$ cat src/rtl/crc16_pkg.sv
package crc16_pkg;
  localparam int unsigned DATA_W   = 8;
  localparam int unsigned CRC_W    = 16;
  localparam logic [15:0] POLY_REF = 16'hA001;
  localparam logic [15:0] PRESET   = 16'hFFFF;

  typedef enum logic [1:0] {
    EMIT_IDLE = 2'd0,
    EMIT_PEND = 2'd1,
    EMIT_SEND = 2'd2
  } emit_state_t;
endpackage

$ cat src/rtl/crc16_step_unit.sv
module crc16_step_unit #(
  parameter int unsigned DATA_W = crc16_pkg::DATA_W,
  parameter int unsigned CRC_W  = crc16_pkg::CRC_W,
  parameter logic [CRC_W-1:0] POLY   = crc16_pkg::POLY_REF,
  parameter logic [CRC_W-1:0] PRESET = crc16_pkg::PRESET
) (
  input  logic              clk,
  input  logic              rst,
  input  logic              sof,
  input  logic              accept,
  input  logic [DATA_W-1:0] byte_in,
  output logic              busy,
  output logic [CRC_W-1:0]  crc_q
);
  localparam int unsigned CNT_W = (DATA_W > 2) ? $clog2(DATA_W) : 1;
  localparam logic [CNT_W-1:0] SHIFTS_LEFT = CNT_W'(DATA_W - 1);

  logic [CNT_W-1:0] cnt_q;
  logic [CRC_W-1:0] base;
  logic [CRC_W-1:0] folded;

  function automatic logic [CRC_W-1:0] shift_once(input logic [CRC_W-1:0] c);
    logic [CRC_W-1:0] s;
    s = c >> 1;
    if (c[0]) s = s ^ POLY;
    return s;
  endfunction

  always_comb begin
    base   = sof ? PRESET : crc_q;
    folded = base ^ {{(CRC_W-DATA_W){1'b0}}, byte_in};
  end

  always_ff @(posedge clk) begin
    if (rst) begin
      crc_q <= PRESET;
      busy  <= 1'b0;
      cnt_q <= '0;
    end else if (accept) begin
      crc_q <= shift_once(folded);
      busy  <= 1'b1;
      cnt_q <= SHIFTS_LEFT;
    end else if (sof) begin
      crc_q <= PRESET;
      busy  <= 1'b0;
      cnt_q <= '0;
    end else if (busy) begin
      crc_q <= shift_once(crc_q);
      cnt_q <= cnt_q - 1'b1;
      if (cnt_q == CNT_W'(1)) busy <= 1'b0;
    end
  end
endmodule

$ cat src/rtl/crc16_tx_emit.sv
module crc16_tx_emit #(
  parameter int unsigned DATA_W = crc16_pkg::DATA_W,
  parameter int unsigned CRC_W  = crc16_pkg::CRC_W
) (
  input  logic              clk,
  input  logic              rst,
  input  logic              sof,
  input  logic              eom,
  input  logic              core_idle,
  input  logic [CRC_W-1:0]  crc_q,
  output logic              out_valid,
  output logic [DATA_W-1:0] out_data
);
  import crc16_pkg::*;
  localparam int unsigned NBYTES = CRC_W / DATA_W;
  localparam int unsigned IDX_W  = $clog2(NBYTES + 1);

  emit_state_t      state_q;
  logic [CRC_W-1:0] rest_q;
  logic [IDX_W-1:0] idx_q;
  logic             start;

  always_comb begin
    start = 1'b0;
    if (core_idle) begin
      if (state_q == EMIT_PEND) start = 1'b1;
      if (state_q == EMIT_IDLE && eom) start = 1'b1;
    end
  end

  always_ff @(posedge clk) begin
    if (rst || sof) begin
      state_q   <= EMIT_IDLE;
      out_valid <= 1'b0;
      out_data  <= '0;
      rest_q    <= '0;
      idx_q     <= '0;
    end else if (start) begin
      state_q   <= EMIT_SEND;
      out_valid <= 1'b1;
      out_data  <= crc_q[DATA_W-1:0];
      rest_q    <= crc_q >> DATA_W;
      idx_q     <= IDX_W'(NBYTES - 1);
    end else begin
      case (state_q)
        EMIT_IDLE: if (eom) state_q <= EMIT_PEND;
        EMIT_SEND: begin
          if (idx_q == '0) begin
            state_q   <= EMIT_IDLE;
            out_valid <= 1'b0;
          end else begin
            out_data <= rest_q[DATA_W-1:0];
            rest_q   <= rest_q >> DATA_W;
            idx_q    <= idx_q - 1'b1;
          end
        end
        default: ;
      endcase
    end
  end
endmodule

$ cat src/rtl/crc16_rx_cmp.sv
module crc16_rx_cmp #(
  parameter int unsigned DATA_W = crc16_pkg::DATA_W,
  parameter int unsigned CRC_W  = crc16_pkg::CRC_W,
  parameter logic [CRC_W-1:0] PRESET = crc16_pkg::PRESET
) (
  input  logic              clk,
  input  logic              rst,
  input  logic              sof,
  input  logic              accept,
  input  logic [DATA_W-1:0] byte_in,
  input  logic [CRC_W-1:0]  crc_q,
  input  logic              eof,
  output logic              ok,
  output logic              err
);
  localparam int unsigned NBYTES = CRC_W / DATA_W;
  localparam int unsigned NCNT_W = $clog2(NBYTES + 1);

  logic [CRC_W-1:0]  hist_q  [NBYTES];
  logic [DATA_W-1:0] tail_q  [NBYTES];
  logic [NCNT_W-1:0] count_q;
  logic [CRC_W-1:0]  field;
  logic              match;

  genvar g;
  generate
    for (g = 0; g < NBYTES; g++) begin : g_field
      assign field[g*DATA_W +: DATA_W] = tail_q[NBYTES-1-g];
    end
  endgenerate

  assign match = (count_q == NCNT_W'(NBYTES)) && (hist_q[NBYTES-1] == field);

  always_ff @(posedge clk) begin
    if (rst) begin
      count_q <= '0;
      for (int i = 0; i < NBYTES; i++) begin
        hist_q[i] <= PRESET;
        tail_q[i] <= '0;
      end
    end else if (accept) begin
      hist_q[0] <= sof ? PRESET : crc_q;
      tail_q[0] <= byte_in;
      for (int i = 1; i < NBYTES; i++) begin
        hist_q[i] <= hist_q[i-1];
        tail_q[i] <= tail_q[i-1];
      end
      if (sof) count_q <= NCNT_W'(1);
      else if (count_q != NCNT_W'(NBYTES)) count_q <= count_q + 1'b1;
    end else if (sof) begin
      count_q <= '0;
    end
  end

  always_ff @(posedge clk) begin
    if (rst) begin
      ok  <= 1'b0;
      err <= 1'b0;
    end else begin
      ok  <= eof && match;
      err <= eof && !match;
    end
  end
endmodule

$ cat src/rtl/crc16_serial_unit.sv
module crc16_serial_unit #(
  parameter int unsigned DATA_W = crc16_pkg::DATA_W,
  parameter int unsigned CRC_W  = crc16_pkg::CRC_W,
  parameter logic [CRC_W-1:0] POLY   = crc16_pkg::POLY_REF,
  parameter logic [CRC_W-1:0] PRESET = crc16_pkg::PRESET
) (
  input  logic              clk,
  input  logic              rst,
  input  logic              sof,
  input  logic              in_valid,
  input  logic [DATA_W-1:0] in_data,
  output logic              in_ready,
  input  logic              tx_eom,
  input  logic              rx_eof,
  output logic              out_valid,
  output logic [DATA_W-1:0] out_data,
  output logic [CRC_W-1:0]  crc_value,
  output logic              crc_ok,
  output logic              crc_err
);
  logic busy;
  logic accept;

  assign in_ready = !busy;
  assign accept   = in_valid && !busy;

  crc16_step_unit #(.DATA_W(DATA_W), .CRC_W(CRC_W), .POLY(POLY), .PRESET(PRESET)) core_i (
    .clk(clk), .rst(rst), .sof(sof), .accept(accept), .byte_in(in_data),
    .busy(busy), .crc_q(crc_value)
  );

  crc16_tx_emit #(.DATA_W(DATA_W), .CRC_W(CRC_W)) tx_i (
    .clk(clk), .rst(rst), .sof(sof), .eom(tx_eom), .core_idle(!busy && !accept),
    .crc_q(crc_value), .out_valid(out_valid), .out_data(out_data)
  );

  crc16_rx_cmp #(.DATA_W(DATA_W), .CRC_W(CRC_W), .PRESET(PRESET)) rx_i (
    .clk(clk), .rst(rst), .sof(sof), .accept(accept), .byte_in(in_data),
    .crc_q(crc_value), .eof(rx_eof), .ok(crc_ok), .err(crc_err)
  );
endmodule

$ cat config.mk
export PLATFORM = sky130hd
export DESIGN_NAME = crc16_serial_unit
export DESIGN_NICKNAME = d
export VERILOG_FILES = /design/src/rtl/crc16_pkg.sv /design/src/rtl/crc16_step_unit.sv /design/src/rtl/crc16_tx_emit.sv /design/src/rtl/crc16_rx_cmp.sv /design/src/rtl/crc16_serial_unit.sv
export SDC_FILE = /design/constraint.sdc
export NUM_CORES = 1
export LEC_CHECK = 0
export BUFFER_PORTS_ARGS = -buffer_cell sky130_fd_sc_hd__buf_4
export CORE_MARGIN = 2
export CORE_UTILIZATION = 60
export CTS_CLUSTER_DIAMETER = 40
export DETAILED_ROUTE_END_ITERATION = 12
export PLACE_DENSITY = 0.81
export SYNTH_ARGS = -nofsm -noshare
export SYNTH_HDL_FRONTEND = slang
export SYNTH_SLANG_ARGS = --single-unit
$ cat constraint.sdc
create_clock -name clk -period 4.2 [get_ports clk]
set_clock_uncertainty 0.15 [all_clocks]
set_input_delay 0.21 -clock clk [delete_from_list [all_inputs] [get_ports clk]]
set_output_delay 0.21 -clock clk [all_outputs]
set_load 0.05 [all_outputs]
* Word level (Yosys, flattened, before mapping)
Memories as Yosys holds them, arrays and structs flattened.
Index checks and enable logic that the tools add are counted.
** Storage, ports and cells
- Register bits :: 45
- RAM bits :: 48
- Input bits :: 14
- Output and inout port bits :: 28
- Word-level logic and storage cells :: 108
- Memories :: 2
** Cells by class
- Add/sub/neg operators :: 3
- Equal/unequal tests :: 11
- Mux-type cells :: 45
- Bitwise gates (word level) :: 8
- Reductions and logical operators :: 26
** Memory list
- rx_i.hist_q :: depth 2, width 16, read ports 2, clocked after memory_dff 0, write ports 2, line crc16_rx_cmp.sv:19 : logic [CRC_W-1:0] hist_q [NBYTES];
- rx_i.tail_q :: depth 2, width 8, read ports 2, clocked after memory_dff 0, write ports 2, line crc16_rx_cmp.sv:20 : logic [DATA_W-1:0] tail_q [NBYTES];
** Operators by type and width (count)
- 16-bit 2-to-1 mux :: 8
- 8-bit 2-to-1 mux :: 8
- 1-bit 2-to-1 mux :: 18
- 16-bit equality test :: 1
- 16-bit by 8-bit XOR with 16-bit output :: 1
- 2-bit 2-to-1 mux :: 7
- 2-bit nonzero test :: 5
- 3-bit 2-to-1 mux :: 3
- 2-bit AND reduction :: 4
- 1-bit logical AND :: 6
- 2-bit inverter with 3-bit output :: 2
- 3-bit AND reduction :: 2
- 3-bit nonzero test :: 2
- 2-bit equality test (second input constant) :: 2
- 2-bit logical NOT :: 2
- 2-bit by 1-bit inequality test with 1-bit output (second input constant) :: 2
- 2-bit inequality test (second input constant) :: 2
- 1-bit OR :: 4
- 2-bit one-hot mux with 2 select lines :: 1
- 3-bit by 1-bit equality test with 1-bit output (second input constant) :: 1
- 1-bit logical NOT :: 3
- 3-bit by 1-bit inequality test with 1-bit output (second input constant) :: 1
- 3-bit by 2-bit inequality test with 1-bit output (second input constant) :: 1
- 3-bit by 1-bit subtractor with 3-bit output (second input constant) :: 1
- other kinds (6) :: 6

* Logic depth before layout (Yosys ltp)
Gate-level depths: netlist (run 1).
- Word-level depth :: 7
- Depth in mapped cells :: 7
- Mapped depth without buffers :: 6

* Modules after synthesis
A second synthesis (run 1) with hierarchy kept.
** Unflattened totals
- Cells, all modules :: 372
- Area total of the unflattened synthesis :: 4012.6 um^2
** Modules (own cells, without submodules)
- crc16_rx_cmp :: times used 1, cells each 143, area an instance 2120.8 um^2, seq. area each 1521.5 um^2
- crc16_step_unit :: times used 1, cells each 132, area an instance 991.0 um^2, seq. area each 400.4 um^2
- crc16_tx_emit :: times used 1, cells each 94, area an instance 887.1 um^2, seq. area each 420.4 um^2
- crc16_serial_unit :: times used 1, cells each 3, area an instance 13.8 um^2, seq. area each 0.0 um^2

* Least setup slack after synthesis (run 1)
No wires, ideal clock.
- Path kind :: reg2reg
- From :: reg core_i.busy
- To :: mem rx_i.hist_q[0][0] (enable)
- Arrival :: 1.972 ns
- Required time :: 3.637 ns
- Slack :: 1.665 ns
- Cell stages (with the launch flop) :: 5
- Period minus slack after synthesis :: 2.535 ns
- Path through :: dfxtp_1 -> buf_4 -> nand2b_2 -> clkbuf_1 -> nand2b_1
** RTL lines
- from (decl) :: line crc16_step_unit.sv:12 : output logic busy,
- from (signal assigned) :: line crc16_step_unit.sv:37 : busy <= 1'b0;
- from (signal assigned) :: line crc16_step_unit.sv:41 : busy <= 1'b1;
- from (signal assigned) :: line crc16_step_unit.sv:45 : busy <= 1'b0;
- to (decl) :: line crc16_rx_cmp.sv:19

==> impl_results.md, run 1 <==
- Status: finished clean
- Drt initial violations: 320
- Layout cell share with drive strength beyond 1: between 20% and 30%
- FP Rows: 30
- Clk slew on worst S/H paths: 90 ps
- CTS tree: built
- Pin count of the biggest net entering global routing: between 40 and 50
- Syn nets: around 400
- GRT Overall Usage: 24.6%
- WP buf/inv: 0
- Synth unique cells: 47
- Post-synth top area share: a little over a third
- Final net count: around 430
- Register area share after synthesis: 57.0%
- Post-CTS Setup Repair Bufs: 0
- Htree depth: 3
- Hold buffers post-CTS: 5
- Post-synth EDFFs: 48
- First-pass GRT wire length: between 10000 and 15000 um
- Power Total: approximately 2 mW
- DR vias: 2982
- Diodes inserted: 0
- DRC viols: 0
- Dominant cells by area after synthesis: edfxtp_1 (35%), dfxtp_1 (22%), or3_1 (4.9%)
- Starting Density: about 60%
- Pwr/cell area: around 430 nW/um^2
- Max incr delay on CP: 650 ps
- Synth Register Bits: between 90 and 100
- CP required: 3920 ps
- Vias in the first global route: between 2000 and 3000
- Initial antenna violation count: 0
- Crit. End Element: register
- Initial DRT Pass Iterations: 5
- Num CTS Buffers: 9
- Die Ht: 86.8 um
- Die ar.: around 7500 sq um
- Clock Path Buffers: 2
- Final TNS setup: 0 ps
- Count of pins over their slew limit: 0
- Final WL: 8750 um
- P&R area growth vs syn: 14.2%
- Max VDD drop: 254 uV
- Wire per inst: 17.7 um
- I/O pins: 42
- Synth async-reset ratio: 0%
- Worst-Skew Late Latency: around 360 ps
- CP Launch Type: register
- Fin. Hold Viols: 0
- Worst path arrival time: slightly above 2000 ps
- CP delay by family, top: simple AND/OR/NAND/NOR gates
- Routed Antenna Nets: 0
- Fin crit period: about 2300 ps
- CP Cell Sequence: nand2b_2 -> nand2b_2
- Design Area, Final: approximately 4700 sq um
- Critical path fanouts, max: between 40 and 50
- Via density: 6.02
- RD Place Congestion: 0.834
- Lkg Pwr: roughly 1.6 nW
- Port Buf Inserts: 41
- Top-count cell post-synth: edfxtp_1
- Hold crit path type: primary input to register
- Max-cap viol count: 0
- Dpl hpwl: slightly below 6000 um
- Syn Std Cell Area: 4110 sq um
- Most frequent CP cell: nand2b_2
- Relative slew slack: between 20% and 30%
- Max Clk Rate: approximately 430 MHz
- RSZ-0062 raised after global routing: false
- Core area: between 6000 and 7000 sq um
- Die Wd: between 80 and 90 um
- Placed cell areas: ~4400 sq um
- Final setup vio count: 0
- Clk sink count: between 90 and 100
- Area leader, netlist: edfxtp_1
- Crit share post-route: 54.7%
- Cells after Synth: ~380
- WHS: ~15 ps
- Critical path's slowest cell: nand2b_2
- Global route total overflow: 0
- Post-Syn Area per Cell: 11.0 sq um
- Synthesis Warnings: 0
- WS Path Type: register to register
- Main synth FF type: edfxtp_1
- Most frequent cells after synthesis: edfxtp_1 (48), dfxtp_1 (45), or3_1 (32)
- Slew @ Worst Pin: ~1100 ps
- CTS resizes: 0
- Clock root buffer master: clkbuf_8
cells in the final DEF (no fill, tap or decap), types with 2 or more instances in the layout:
| cell | instances |
|---|---|
| edfxtp_1 | 48 |
| dfxtp_1 | 45 |
| buf_4 | 42 |
| or3_1 | 32 |
| nand2_1 | 27 |
| a21oi_1 | 21 |
| nor2_1 | 20 |
| inv_1 | 19 |
| and2_1 | 16 |
| xor2_1 | 15 |
| o21ai_0 | 14 |
| a211oi_1 | 10 |
| a21oi_2 | 9 |
| clkbuf_8 | 9 |
| o211ai_1 | 8 |
| a22oi_2 | 8 |
| nand3_1 | 8 |
| a221o_1 | 6 |
| xnor2_1 | 5 |
| dlygate4sd3_1 | 5 |
| nand2b_1 | 4 |
| nor4_1 | 4 |
| ha_1 | 4 |
| nor3_1 | 3 |
| bufinv_16 | 3 |
| nand2b_2 | 2 |
| nor2_2 | 2 |
| or2_0 | 2 |
| nor3b_1 | 2 |
| or2_2 | 2 |
| inv_6 | 2 |
path summary, 6_finish.rpt:
kind / start / slack (ps) / depth (start not counted) / end
setup reg to reg: core_i.busy / 1900 / 2 / rx_i.hist_q[0][7]
hold reg to reg: tx_i.out_data[0] / 320 / 2 / tx_i.out_data[0]
setup / recovery: core_i.busy / 1900 / 2 / rx_i.hist_q[0][7]
hold / removal: in_data[5] / 20 / 2 / rx_i.tail_q[0][5]
metrics by stage:
| stage | cells | setup WS, ps | util (%) |
|---|---|---|---|
| after floorplan | 375 | 1670 | - |
| after global placement | 474 | 1990 | 65.5 |
| after global routing | 495 | 1630 | 69.9 |
| final | 495 | 1900 | 69.9 |
| after detailed placement | 474 | 1920 | 65.5 |
| after CTS | 495 | 1890 | 69.9 |
state kept, by name (all words and copies together), names as in the netlist, 3 cells and up:
signal and cells:
core_i.cnt_q 3, core_i.crc_q 16, rx_i.hist_q 32, rx_i.tail_q 16, tx_i.out_data 8, tx_i.rest_q 8
layer usage:
layer  share of wire [%]  track usage (%)  vias up
met1                  41             31.7     1430
met4                 2.9             12.1        0
met2                  50             39.8      120
li1                    -                -     1413
met5                   0                0        -
met3                 6.1             4.67       19
layout make-up:
| class | instances | area [sq um] |
|---|---|---|
| fillers | 495 | 2030 |
| flip-flops and latches | 93 | 2340 |
| well taps | 80 | 100 |
| clock buffers | 10 | 128 |
| repair buffers | 47 | 365 |
| clock inverters | 6 | 116 |
| inverters | 19 | 71.3 |
| multi-input cells | 240 | 1570 |
kinds of logic after synthesis:
group	count (synthesis)	synth area share (%)
simple gates	132	17.6
flops	93	57.0
compound gates	84	15.1
buf+inv	42	4.90
xor+xnor	20	4.26
fa+ha+maj	4	1.22
report_power, final:
group / switching (mW) / internal, mW
registers: 0.0400 / 0.994
clock network: 0.318 / 0.401
logic: 0.164 / 0.0854
No activity file was read; power rests on OpenSTA's default activity.
==> inputs of run 2 (changes only) <==
- CORE_UTILIZATION: 60 -> 58
- PLACE_DENSITY: 0.81 -> 0.79
- clock period: 4.2 -> 2.2 ns (I/O delays scaled with it)
==> run 2 against run 1 <==
Effect of this change: register-to-register slack got worse by 1600 ps; clock-buffer cell count decreased by 1; clock power increased by 70%; worst setup slack got worse by 1600 ps; cell area increased by 2.4%; highest routed layer unchanged; hold slack improved by 110 ps; maximum frequency increased by 20%; non-clock buffer count increased by 14; via count decreased by 0.10%; largest cell class unchanged.
==> impl_results.md, run 2 (synthesis gave the netlist of run 1 again) <==
- Clk sink count: 93 (unchanged)
- Register-to-Register Path Depth: 3 (was 2)
- Count of pins over their slew limit: 0 (unchanged)
- Worst hold stages: 4 (was 2)
- Largest reg by FF count: rx_i.hist_q (unchanged)
- Die ar.: 7780 sq um (was 7530 sq um)
- Vias in the first global route: 2885 (was 2765)
- Dpl hpwl: 6010 um (was 5890 um)
- Most frequent CP cell: nand2b_2 (unchanged)
- Via density: 5.67 (was 6.02)
- Htree depth: 3 (unchanged)
- Final TNS setup: 0 ps (unchanged)
- Final setup vio count: 0 (unchanged)
- Pre-CTS WS: 287 ps (was 1920 ps)
- Fin. Hold Viols: 0 (unchanged)
- Drt initial violations: 252 (was 320)
- Clock root buffer master: clkbuf_8 (unchanged)
- Most frequent cells in the layout: buf_4 (49), edfxtp_1 (48), dfxtp_1 (45), or3_1 (32), nand2_1 (27) (was edfxtp_1 (48), dfxtp_1 (45), buf_4 (42), or3_1 (32), nand2_1 (27))
- CP Launch Type: register (unchanged)
- P&R area growth vs syn: 16.9% (was 14.2%)
- FILL cells: 520 (was 495)
- WS Path Type: register to register (unchanged)
- Die Wd: 88.2 um (was 86.8 um)
- CP required: 2160 ps (was 3920 ps)
- Pwr/cell area: 768 nW/um^2 (was 427 nW/um^2)
- Clock Path Buffers: 2 (unchanged)
- DRC viols: 0 (unchanged)
- Final net count: 442 (was 428)
- Hold crit path type: primary input to register (unchanged)
- Clk slew on worst S/H paths: 90 ps (about the same)
- Power Total: 3.69 mW (was 2.00 mW)
- Pin count of the biggest net entering global routing: 35 (was 49)
- WHS: 122 ps (was 15.0 ps)
- GRT Overall Usage: 24.8% (was 24.6%)
- Max-cap viol count: 0 (unchanged)
- Status: finished clean (unchanged)
- Hold Crit Endpoint: core_i.crc_q[0] (was rx_i.tail_q[0][5])
- Slew @ Worst Pin: 560 ps (was 1090 ps)
- Hold Path Origin: sof (was in_data[5])
- Max reg flops: 32 (unchanged)
- Critical Path Stages: 3 (was 2)
- WP buf/inv: 1 (was 0)
- Initial antenna violation count: 0 (unchanged)
- FP Rows: 30 (unchanged)
- Max VDD drop: 486 uV (was 254 uV)
- Max incr delay on CP: 580 ps (was 650 ps)
- Wire per inst: 17.0 um (was 17.7 um)
- GRT busiest layer: met2 (unchanged)
- Lkg Pwr: 1.62 nW (was 1.58 nW)
- R2R Path Start: core_i.busy (unchanged)
- Global route total overflow: 0 (unchanged)
- I/O pins: 42 (unchanged)
- Relative slew slack: 62.7% (was 27.3%)
- Core area: 6830 sq um (was 6720 sq um)
- Starting Density: 60.2% (was 61.2%)
- Flop2flop setup slack: 280 ps (was 1900 ps)
- Fin crit period: 1920 ps (was 2300 ps)
- CTS tree: built (unchanged)
- Worst setup margin: 280 ps (was 1900 ps)
- CP delay by family, top: simple AND/OR/NAND/NOR gates (unchanged)
- Worst path arrival time: 1880 ps (was 2020 ps)
- Top Registers: rx_i.hist_q: 32 flops, core_i.crc_q: 16 flops, rx_i.tail_q: 16 flops (unchanged)
- Initial DRT Pass Iterations: 5 (unchanged)
- Post-CTS Setup Repair Bufs: 0 (unchanged)
- Most common cell after layout, fill and taps aside: buf_4 (was edfxtp_1)
- FF/Latch Area: 2340 sq um (unchanged)
- Final WL: 8930 um (was 8750 um)
- First-pass GRT wire length: 14400 um (was 13800 um)
- RD Place Congestion: 0.847 (was 0.834)
- GR Util met2: 40.7% (was 39.8%)
- Critical path's slowest cell: dfxtp_1 (was nand2b_2)
- Crit. End Element: register (unchanged)
- DR vias: 2979 (was 2982)
- Num CTS Buffers: 9 (unchanged)
- Post-layout util: 70.3% (was 69.9%)
- Worst-Skew Late Latency: 360 ps (about the same)
- Layout cell share with drive strength beyond 1: 21.0% (was 20.2%)
- RSZ-0062 raised after global routing: false (unchanged)
- Critical path fanouts, max: 19 (was 48)
- CP Cell Sequence: nand2b_2 -> nand2b_2 -> buf_4 (was nand2b_2 -> nand2b_2)
- Routed Antenna Nets: 0 (unchanged)
- Port Buf Inserts: 41 (unchanged)
- Multi-input gate area: 1570 sq um (unchanged)
- Crit share post-route: 87.3% (was 54.7%)
- Met3 usage: 3.39% (was 4.67%)
- Met1 Track Usage GR: 33.0% (was 31.7%)
- Diodes inserted: 0 (unchanged)
- Die Ht: 88.2 um (was 86.8 um)
- Max Clk Rate: 521 MHz (was 435 MHz)
- Critical R2R Capture: rx_i.hist_q[0][3] (was rx_i.hist_q[0][7])
[run 2: cell count changes in the layout (fill, tap and decap cells not counted)]
cell,before,now
clkbuf_1,1,0
clkinvlp_2,0,1
bufinv_16,3,2
clkinvlp_4,0,1
clkinv_4,1,0
buf_4,42,49
inv_6,2,1
clkinv_1,0,2
dlygate4sd3_1,5,12
[run 2: worst reg2reg max path, delay by kind of cell, from the launching register on]
family                 cells  cell delay [ps]
buffers and inverters      1              280
AND/OR/NAND/NOR            2              660
flip-flops                 1              580
[run 2: metal layers]
metal	up-vias	share of wire, %
li1	1442	-
met1	1408	43
met2	109	49
met3	20	5.4
met4	0	2.4
met5	-	0
[run 2: how the worst max path moves through the flow]
stage	from	end	slack, ps
6_report	core_i.busy	rx_i.hist_q[0][3]	280
5_1_grt	core_i.busy	rx_i.hist_q[0][19]	120
4_1_cts	core_i.busy	rx_i.hist_q[0][19]	280
3_5_place_dp	core_i.busy	rx_i.hist_q[0][19]	290
3_3_place_gp	core_i.busy	rx_i.hist_q[0][21]	350
2_1_floorplan	core_i.busy	rx_i.hist_q[0][0]	190
[run 2: where the power goes]
group / switching [mW] / internal, mW / leakage, nW
Combinational: 0.318 / 0.183 / 0.746
Sequential: 0.0762 / 1.90 / 0.776
Clock: 0.586 / 0.633 / 0.101
[run 2: cell type report]
type / instances / share of cell area (%)
tap: 96 / 2.50
clock inverter: 7 / 1.85
multi-input combinational: 240 / 32.7
inverter: 19 / 1.48
clock buffer: 9 / 2.58
timing repair buffer: 61 / 10.2
sequential: 93 / 48.8
[run 2: timing repair]
action                    CTS  global route
hold endpoints to repair   19             0
hold buffers               12             0
gates resized for setup     0             0
[run 2: metrics by stage]
| step | std cells | area (sq um) |
|---|---|---|
| after floorplan | 375 | 4110 |
| after global placement | 497 | 4470 |
| after detailed placement | 497 | 4470 |
| after CTS | 525 | 4800 |
| after global routing | 525 | 4800 |
| final | 525 | 4800 |
==> inputs of run 3 (changes only) <==
- BUFFER_PORTS_ARGS: -buffer_cell sky130_fd_sc_hd__buf_4 -> -buffer_cell sky130_fd_sc_hd__buf_2
- PLACE_DENSITY: 0.79 -> 0.83
==> run 3 against run 2 <==
Effect of this change: total power down 3.9%; first-iteration DRC count up 58%; flip-flop and latch count unchanged; routed wire length down 1.6%; sequential power about the same; global-route usage down 0.36 points; clock-buffer cell count up 1; sequential share of layout area up 1.3 points; register-to-register slack worse by 20 ps; non-clock buffer count unchanged; largest cell class unchanged; largest power group unchanged; highest routed layer unchanged.
==> impl_results.md, run 3 (synthesis gave the netlist of run 1 again) <==
- Status: finished clean (unchanged)
- Clock Path Buffers: 2 (unchanged)
- FILL cells: 512 (was 520)
- Clk slew on worst S/H paths: 90 ps (about the same)
- CTS tree: built (unchanged)
- Htree depth: 3 (unchanged)
- Largest reg by FF count: rx_i.hist_q (unchanged)
- Critical path fanouts, max: 19 (unchanged)
- Die Ht: 88.2 um (unchanged)
- Diodes inserted: 0 (unchanged)
- Layout cell share with drive strength beyond 1: 21.7% (was 21.0%)
- Most frequent cells in the layout: edfxtp_1 (48), dfxtp_1 (45), buf_2 (41), or3_1 (32), nand2_1 (27) (was buf_4 (49), edfxtp_1 (48), dfxtp_1 (45), or3_1 (32), nand2_1 (27))
- FP Rows: 30 (unchanged)
- WP buf/inv: 0 (was 1)
- DR vias: 3020 (was 2979)
- Num CTS Buffers: 9 (unchanged)
- Count of pins over their slew limit: 0 (unchanged)
- DRC viols: 0 (unchanged)
- Max Clk Rate: 515 MHz (was 521 MHz)
- Pwr/cell area: 758 nW/um^2 (was 768 nW/um^2)
- Global route total overflow: 0 (unchanged)
- First-pass GRT wire length: 14300 um (was 14400 um)
- Crit. End Element: register (unchanged)
- Post-CTS Setup Repair Bufs: 0 (unchanged)
- Psw: 1.03 mW (was 980 uW)
- Fin cells: 525 (unchanged)
- Vias in the first global route: 2877 (was 2885)
- Dpl hpwl: 5900 um (was 6010 um)
- Final TNS setup: 0 ps (unchanged)
- Clock root buffer master: clkbuf_8 (unchanged)
- Fin. Hold Viols: 0 (unchanged)
- Register share of total power: 55.5% (was 53.4%)
- Crit share post-route: 88.2% (was 87.3%)
- Worst-Skew Late Latency: 360 ps (about the same)
- CP required: 2160 ps (about the same)
- CTS resizes: 0 (unchanged)
- FF/Latch Area: 2340 sq um (unchanged)
- Initial DRT Pass Iterations: 5 (unchanged)
- Placed cells: 498 (was 497)
- WHS: 47.2 ps (was 122 ps)
- Worst path arrival time: 1900 ps (was 1880 ps)
- Die ar.: 7780 sq um (unchanged)
- Max-cap viol count: 0 (unchanged)
- Max incr delay on CP: 520 ps (was 580 ps)
- Switching part of the total: 29.0% (was 26.6%)
- Initial antenna violation count: 0 (unchanged)
- Critical path's slowest cell: nor2_2 (was dfxtp_1)
- Final setup vio count: 0 (unchanged)
- CP Launch Type: register (unchanged)
- Most common cell after layout, fill and taps aside: edfxtp_1 (was buf_4)
- Relative slew slack: 61.5% (was 62.7%)
- Post-layout util: 68.5% (was 70.3%)
- CP Cell Sequence: nand2b_2 -> nor2_2 -> nand3_1 (was nand2b_2 -> nand2b_2 -> buf_4)
- Gate power share: 13.5% (was 13.6%)
- Max reg flops: 32 (unchanged)
- Clock power frac: 31.0% (was 33.0%)
- Multi-input gate area: 1570 sq um (unchanged)
- RSZ-0062 raised after global routing: false (unchanged)
- Clk sink count: 93 (unchanged)
- Hold crit path type: primary input to register (unchanged)
- Routed Antenna Nets: 0 (unchanged)
- Drt initial violations: 397 (was 252)
- Final net count: 442 (unchanged)
- CP delay by family, top: simple AND/OR/NAND/NOR gates (unchanged)
- GRT Overall Usage: 24.5% (was 24.8%)
- Fin crit period: 1940 ps (was 1920 ps)
- P&R area growth vs syn: 13.8% (was 16.9%)
- Slew @ Worst Pin: 578 ps (was 560 ps)
- Via density: 5.75 (was 5.67)
- Max VDD drop: 533 uV (was 486 uV)
- WS Path Type: register to register (unchanged)
- Int Pwr: 2.52 mW (was 2.71 mW)
- Final WL: 8790 um (was 8930 um)
- Lkg Pwr: 1.58 nW (was 1.62 nW)
- I/O pins: 42 (unchanged)
- Wire per inst: 16.7 um (was 17.0 um)
- Starting Density: 60.2% (unchanged)
- RD Place Congestion: 0.823 (was 0.847)
- Die Wd: 88.2 um (unchanged)
- Top Registers: rx_i.hist_q: 32 flops, core_i.crc_q: 16 flops, rx_i.tail_q: 16 flops (unchanged)
- Port Buf Inserts: 41 (unchanged)
- Pin count of the biggest net entering global routing: 34 (was 35)
- Core area: 6830 sq um (unchanged)
==> run 3: cell count changes in the layout (fill, tap and decap cells not counted), sizes merged <==
cell         before  now
bufinv            2    0
inv              20   22
buf              49   50
clkbuf            9   10
clkinv            2    1
dlygate4sd3      12   11
==> run 3: timing repair <==
action                                 in CTS  in global routing
endpoints found under the hold margin      19                  0
setup endpoints to repair                   0                  0
hold buffers                               11                  0
==> run 3: power groups by stage <==
stage	logic, mW	registers, mW	clock network [mW]
global route	0.523	1.98	1.18
CTS	0.477	1.97	1.12
detailed placement	0.459	2.01	0
floorplan	0.272	2.07	0
global placement	0.448	2.00	0
finish	0.479	1.97	1.10
==> run 3: layout make-up <==
class | instances | area share, %
Tap cell | 96 | 2.57
Sequential cell | 93 | 50.1
Clock inverter | 6 | 1.18
Multi-Input combinational cell | 240 | 33.6
Timing Repair Buffer | 61 | 8.18
Inverter | 19 | 1.52
Clock buffer | 10 | 2.94
==> run 3: tightest hold or removal path: stages <==
cell,delay [ps]
buf_2,170
o211ai_1,130
nand4b_1,100
==> run 3: stage by stage <==
stage / setup WS [ps] / power [mW] / cell area [sq um]
2_1_floorplan: 194 / 2.34 / 4110
3_5_place_dp: 267 / 2.47 / 4380
4_1_cts: 254 / 3.57 / 4680
3_3_place_gp: 302 / 2.45 / 4380
5_1_grt: 107 / 3.68 / 4680
6_report: 259 / 3.55 / 4680
==> run 3: final timing paths <==
kind / startpoint / to / slack [ps] / depth (start not counted)
worst max-delay path: core_i.busy / rx_i.hist_q[0][0] / 260 / 3
worst min-delay path: in_valid / core_i.crc_q[0] / 50 / 3
worst max register to register: core_i.busy / rx_i.hist_q[0][0] / 260 / 3
worst min register to register: tx_i.out_data[7] / tx_i.out_data[7] / 320 / 2
==> run 3: per-layer routing <==
layer	vias up	global-route usage, %	part of all wire [%]
met5	-	0	0
met3	17	5.47	6.4
li1	1444	-	-
met1	1425	32.4	43
met2	134	39.0	48
met4	0	10.3	2.0
